`config.mk`:
```
export PLATFORM = sky130hd
export DESIGN_NAME = i2c_byte_master
export DESIGN_NICKNAME = d
export VERILOG_FILES = /design/src/rtl/i2c_byte_pkg.sv /design/src/rtl/i2c_qtick.sv /design/src/rtl/i2c_bit_engine.sv /design/src/rtl/i2c_byte_master.sv
export SDC_FILE = /design/constraint.sdc
export NUM_CORES = 1
export LEC_CHECK = 0
export BUFFER_PORTS_ARGS = -buffer_cell sky130_fd_sc_hd__buf_2
export CAP_MARGIN = 10
export CELL_PAD_IN_SITES_DETAIL_PLACEMENT = 2
export CELL_PAD_IN_SITES_GLOBAL_PLACEMENT = 2
export CORE_MARGIN = 2
export CORE_UTILIZATION = 36
export CTS_CLUSTER_SIZE = 24
export DETAILED_ROUTE_END_ITERATION = 6
export GPL_TIMING_DRIVEN = 0
export PLACE_DENSITY = 0.9
export SLEW_MARGIN = 25
export SYNTH_ARGS = -nofsm -noshare
export SYNTH_HDL_FRONTEND = slang
export SYNTH_SLANG_ARGS = --single-unit
```
`constraint.sdc`:
```
create_clock -name clk -period 2.4 [get_ports clk]
set_input_delay 0.36 -clock clk [delete_from_list [all_inputs] [get_ports clk]]
set_output_delay 0.36 -clock clk [all_outputs]
set_load 0.02 [all_outputs]
```
`src/rtl/i2c_byte_pkg.sv`:
```
package i2c_byte_pkg;

    localparam int RATE_W = 3;

    localparam logic [1:0] RA_CTL = 2'd0;
    localparam logic [1:0] RA_DAT = 2'd1;
    localparam logic [1:0] RA_STS = 2'd2;

    localparam int CB_SI  = 3;
    localparam int CB_STO = 4;
    localparam int CB_STA = 5;

    localparam logic [7:0] ST_START    = 8'h08;
    localparam logic [7:0] ST_ADR_ACK  = 8'h18;
    localparam logic [7:0] ST_ADR_NACK = 8'h20;
    localparam logic [7:0] ST_DAT_ACK  = 8'h28;
    localparam logic [7:0] ST_DAT_NACK = 8'h30;
    localparam logic [7:0] ST_LOST     = 8'h38;
    localparam logic [7:0] ST_NONE     = 8'hF8;

    typedef enum logic [2:0] {
        EN_IDLE,
        EN_START,
        EN_BIT,
        EN_HOLD,
        EN_STOP
    } eng_state_e;

    typedef struct packed {
        logic       valid;
        logic [7:0] code;
    } bus_event_t;

    function automatic logic [7:0] ack_code(input logic first, input logic acked);
        if (first) return acked ? ST_ADR_ACK : ST_ADR_NACK;
        return acked ? ST_DAT_ACK : ST_DAT_NACK;
    endfunction

endpackage

```
`src/rtl/i2c_qtick.sv`:
```
module i2c_qtick
    import i2c_byte_pkg::*;
#(
    parameter int QDIV_BASE = 2
) (
    input  logic              clk,
    input  logic              rst,
    input  logic [RATE_W-1:0] rate,
    output logic              tick
);
    localparam int MAX_DIV = QDIV_BASE << ((1 << RATE_W) - 1);
    localparam int CW      = $clog2(MAX_DIV) + 1;

    logic [CW-1:0] cnt;
    logic [CW-1:0] limit;

    assign limit = CW'(QDIV_BASE) << rate;
    assign tick  = (cnt >= limit - CW'(1));

    always_ff @(posedge clk) begin
        if (rst) cnt <= '0;
        else if (tick) cnt <= '0;
        else cnt <= cnt + CW'(1);
    end
endmodule

```
`src/rtl/i2c_bit_engine.sv`:
```
module i2c_bit_engine
    import i2c_byte_pkg::*;
(
    input  logic       clk,
    input  logic       rst,
    input  logic       tick,
    input  logic       sta_pend,
    input  logic       ctl_wr,
    input  logic       wr_sto,
    input  logic [7:0] data_byte,
    input  logic       scl_in,
    input  logic       sda_in,
    output logic       scl_oe,
    output logic       sda_oe,
    output bus_event_t ev,
    output logic       start_taken,
    output logic       stop_done,
    output eng_state_e state
);
    logic [1:0] ph;
    logic [3:0] idx;
    logic [7:0] shreg;
    logic       first;
    logic       ack_q;

    always_ff @(posedge clk) begin
        ev          <= '0;
        start_taken <= 1'b0;
        stop_done   <= 1'b0;
        if (rst) begin
            state  <= EN_IDLE;
            scl_oe <= 1'b0;
            sda_oe <= 1'b0;
            ph     <= '0;
            idx    <= '0;
            shreg  <= '0;
            first  <= 1'b0;
            ack_q  <= 1'b0;
        end else begin
            case (state)
                EN_IDLE: begin
                    scl_oe <= 1'b0;
                    sda_oe <= 1'b0;
                    if (tick && sta_pend && scl_in && sda_in) begin
                        sda_oe      <= 1'b1;
                        start_taken <= 1'b1;
                        state       <= EN_START;
                    end
                end
                EN_START: if (tick) begin
                    scl_oe <= 1'b1;
                    first  <= 1'b1;
                    ev     <= '{valid: 1'b1, code: ST_START};
                    state  <= EN_HOLD;
                end
                EN_HOLD: if (ctl_wr) begin
                    ph <= '0;
                    if (wr_sto) begin
                        state <= EN_STOP;
                    end else begin
                        shreg <= data_byte;
                        idx   <= '0;
                        state <= EN_BIT;
                    end
                end
                EN_BIT: if (tick) begin
                    ph <= ph + 2'd1;
                    case (ph)
                        2'd0: sda_oe <= (idx == 4'd8) ? 1'b0 : ~shreg[7];
                        2'd1: scl_oe <= 1'b0;
                        2'd2: begin
                            if (idx != 4'd8 && !sda_oe && !sda_in) begin
                                scl_oe <= 1'b0;
                                sda_oe <= 1'b0;
                                ev     <= '{valid: 1'b1, code: ST_LOST};
                                state  <= EN_IDLE;
                            end
                            if (idx == 4'd8) ack_q <= ~sda_in;
                        end
                        default: begin
                            scl_oe <= 1'b1;
                            if (idx == 4'd8) begin
                                ev    <= '{valid: 1'b1, code: ack_code(first, ack_q)};
                                first <= 1'b0;
                                state <= EN_HOLD;
                            end else begin
                                idx   <= idx + 4'd1;
                                shreg <= {shreg[6:0], 1'b0};
                            end
                        end
                    endcase
                end
                EN_STOP: if (tick) begin
                    ph <= ph + 2'd1;
                    case (ph)
                        2'd0: sda_oe <= 1'b1;
                        2'd1: scl_oe <= 1'b0;
                        default: begin
                            sda_oe    <= 1'b0;
                            stop_done <= 1'b1;
                            state     <= EN_IDLE;
                        end
                    endcase
                end
                default: state <= EN_IDLE;
            endcase
        end
    end
endmodule

```
`src/rtl/i2c_byte_master.sv`:
```
module i2c_byte_master
    import i2c_byte_pkg::*;
#(
    parameter int QDIV_BASE = 2
) (
    input  logic       clk,
    input  logic       rst,
    input  logic [1:0] bus_addr,
    input  logic       bus_we,
    input  logic [7:0] bus_wdata,
    output logic [7:0] bus_rdata,
    output logic       irq,
    input  logic       scl_in,
    input  logic       sda_in,
    output logic       scl_oe,
    output logic       sda_oe
);
    logic              ctl_wr, dat_wr;
    logic              si_q, sta_pend, sto_q;
    logic [RATE_W-1:0] rate_q;
    logic [7:0]        data_q, status_q;
    logic              tick, start_taken, stop_done;
    bus_event_t        ev;
    eng_state_e        eng_state;

    assign ctl_wr = bus_we && (bus_addr == RA_CTL);
    assign dat_wr = bus_we && (bus_addr == RA_DAT);
    assign irq    = si_q;

    i2c_qtick #(.QDIV_BASE(QDIV_BASE)) u_tick (
        .clk  (clk),
        .rst  (rst),
        .rate (rate_q),
        .tick (tick)
    );

    i2c_bit_engine u_eng (
        .clk         (clk),
        .rst         (rst),
        .tick        (tick),
        .sta_pend    (sta_pend),
        .ctl_wr      (ctl_wr),
        .wr_sto      (bus_wdata[CB_STO]),
        .data_byte   (data_q),
        .scl_in      (scl_in),
        .sda_in      (sda_in),
        .scl_oe      (scl_oe),
        .sda_oe      (sda_oe),
        .ev          (ev),
        .start_taken (start_taken),
        .stop_done   (stop_done),
        .state       (eng_state)
    );

    always_ff @(posedge clk) begin
        if (rst) begin
            si_q     <= 1'b0;
            sta_pend <= 1'b0;
            sto_q    <= 1'b0;
            rate_q   <= '0;
            data_q   <= '0;
            status_q <= ST_NONE;
        end else begin
            if (ctl_wr) begin
                si_q   <= 1'b0;
                rate_q <= bus_wdata[RATE_W-1:0];
                if (bus_wdata[CB_STA] && eng_state == EN_IDLE) sta_pend <= 1'b1;
                if (bus_wdata[CB_STO] && eng_state == EN_HOLD) sto_q <= 1'b1;
            end
            if (start_taken) sta_pend <= 1'b0;
            if (stop_done) sto_q <= 1'b0;
            if (ev.valid) begin
                si_q     <= 1'b1;
                status_q <= ev.code;
            end
            if (dat_wr) data_q <= bus_wdata;
        end
    end

    always_comb begin
        case (bus_addr)
            RA_CTL:  bus_rdata = {2'b00, sta_pend, sto_q, si_q, rate_q};
            RA_DAT:  bus_rdata = data_q;
            RA_STS:  bus_rdata = status_q;
            default: bus_rdata = 8'h00;
        endcase
    end
endmodule

```
==> qor.csv <==
metric,value,unit
CTS max path bufs,2,
Synth area leaders,"dfxtp_1, ha_1, mux2i_1",
H-tree depth,2,
first-pass GRT wire length,15.2,mm
CP endpoint kind,register,
initial core utilization,36.6,%
total power,1.66,mW
Slew headroom,45.5,%
vias after detailed routing,2772,
reg2reg setup slack,150,ps
die width,94.7,um
number of routed nets with antenna violations,0,
fillcell total,955,
post-layout instance area,0.00329,sq mm
Synth Flop Type,dfxtp_1,
number of clock sinks,54,
Compound-Gate Fraction of Synth Area,20.7,%
Post-Synthesis Net Count,377,
leakage,1.19,nW
num ports,26,
nature of the critical path startpoint,register,
wire length per cell,19.6,um
Peak VDD IR,0.239,mV
IO buf count,23,
hold slack,270,ps
area share of fa/ha/maj cells after synthesis,6.76,%
Max Cap Viol,0,
# diodes,0,
clock root buffer,clkbuf_8,
CP required,2630,ps
Post-Route WL,9.38,mm
XOR/XNOR share of the synthesized area,1.78,%
Synth area leader,dfxtp_1,
crit-path max FO,10,
routability cong.,0.924,
power per cell area,505,mW/mm^2
overall global routing resource usage,22.0,%
largest net degree at the start of global routing,17,
die area,0.00896,sq mm
pre-CTS WS,-212,ps
Clock transition at path regs,100,ps
worst-margin pin slew,817,ps
kind of critical path,reg -> reg,
syn avg cell area,8.56,sq um
unique cell type count in the Yosys netlist,55,
CTS buffer count,5,
first drt pass iteration count,4,
clock skew,5.72,ps
Synth Register Bits,54,
simple-gate share of the synthesized area,23.0,%
largest family of logic cells by synthesized area,simple AND/OR/NAND/NOR gates,
sequential fraction of the synthesis area,36.5,%
Layout Nets,405,
Site Rows,33,
Vias/cell,5.79,
setup_tns,0,ps
grt total ovfl,0,
Post-Syn Instances,346,
die outline height,94.7,um
multiplexer share of the synthesized area,5.75,%
Worst EP arrival,2480,ps
vias in the first global route,2945,
Final Max Slew Viols,0,
HPWL after detailed placement,7.25,mm
Final Cycle Share,93.8,%
status,"finished, final reports clean",
RSZ-0062 raised after global routing,no,
postcts setup bufs,0,
initial antenna violation count,0,
Final setup viols,0,
clock tree from TritonCTS,yes,
DRT iter0 DRCs,63,
fmax,444,MHz
Mapped Area,0.00296,sq mm
"Async S/R FF share, synth",0,%
area delta synth->final,11.2,%
PnR worst setup slack,149,ps
core box area,0.00809,sq mm
share of layout cells above drive strength 1,15.2,%
min-delay worst type,in -> reg,
Yosys top cell area share,36.5,%
Syn. warnings,0,
# DRC,0,
clk_lat worst skew,320,ps
Hold Fails Final Rpt,0,
number of flops mapped to enable cells by yosys,0,
area of the multi-input gates,0.00173,sq mm
dpl cell area,0.00321,sq mm
min Tclk post-route,2250,ps
register area,0.00108,sq mm
==> cell usage in the layout (no fill, tap or decap), drive strengths merged, types with 14 or more instances in the layout <==
cell type	n
a21oi	33
buf	32
clkbuf	14
dfxtp	54
ha	16
mux2i	17
nand2	36
nand3	28
nor2	33
o21ai	14
==> kinds of logic after synthesis <==
| group | Yosys count |
|---|---|
| XOR/XNOR | 6 |
| multiplexers | 17 |
| other | 1 |
| adder cells (fa/ha/maj) | 16 |
| AND/OR/NAND/NOR | 137 |
| flip-flops | 54 |
| AO/OA/AOI/OAI | 86 |
| buffers and inverters | 29 |
==> worst max-delay path, cell delays in order, from the launching register on <==
cell,delay (ps)
dfxtp_2,380
nor3_1,180
ha_1,260
a21oi_1,170
nor2_1,100
o311a_1,350
or2_1,240
buf_6,150
buf_12,150
o32ai_2,190
==> synth_stat cells (3+ instances only) <==
library cell,n
inv_1,9
nand2_1,36
nor2_1,32
mux2i_1,17
a211oi_2,7
buf_6,4
o211ai_1,4
or3_1,4
a21oi_1,33
dfxtp_1,54
o311a_1,4
and3_1,6
a2111oi_0,3
nor3_1,7
a31oi_1,4
xor2_1,5
ha_1,16
nor2b_1,6
clkbuf_1,10
o21ai_0,13
nand3_1,28
==> sequential cells by signal, summed over array words and instances (netlist names), 2 cells and up <==
signal,cells
u_eng.ev,4
u_eng.state,3
rate_q,3
data_q,8
status_q,4
u_tick.cnt,9
u_eng.idx,4
u_eng.ph,2
u_eng.shreg,8
==> final cells by class <==
cell class,count,share of cell area (%)
flip-flops and latches,54,33.0
multi-input cells,263,52.4
plain buffers,18,3.57
inverters,9,1.03
clock buffers,5,2.09
clock inverters,2,0.418
well taps,105,3.99
repair buffers,23,3.50
==> routing by layer <==
metal	up-vias	GRT usage [%]	part of all wire, %
li1	1309	-	-
met1	1414	26.7	45
met2	36	40.4	51
met3	13	3.59	1.9
met4	0	5.43	1.5
met5	-	0	0
==> what timing repair did <==
item                                   4_1_cts  5_1_grt
gates resized for setup                      2        3
endpoints found under the hold margin        0        0
hold buffers                                 0        0
setup endpoints to repair                   22       18
==> final timing paths <==
| kind | from | endpoint | cells after the start |
|---|---|---|---|
| worst max-delay path | rate_q[1] | u_eng.idx[1] | 9 |
| worst max register to register | rate_q[1] | u_eng.idx[1] | 9 |
| worst min-delay path | sda_in | u_eng.ack_q | 2 |
| worst min register to register | u_eng.start_taken | sta_pend | 1 |
==> per-stage QoR <==
step                      util, %  cells
after floorplan                 -    346
after global placement       39.6    474
after detailed placement     39.6    474
after CTS                    40.6    479
after global routing         40.7    479
final                        40.7    479
==> where the power goes <==
part | switching (mW) | internal [mW] | total, mW
Clock | 0.319 | 0.203 | 0.522
Sequential | 0.0217 | 0.912 | 0.934
Combinational | 0.138 | 0.0689 | 0.207
Total | 0.479 | 1.18 | 1.66
Power figures use the tool's default switching activity.
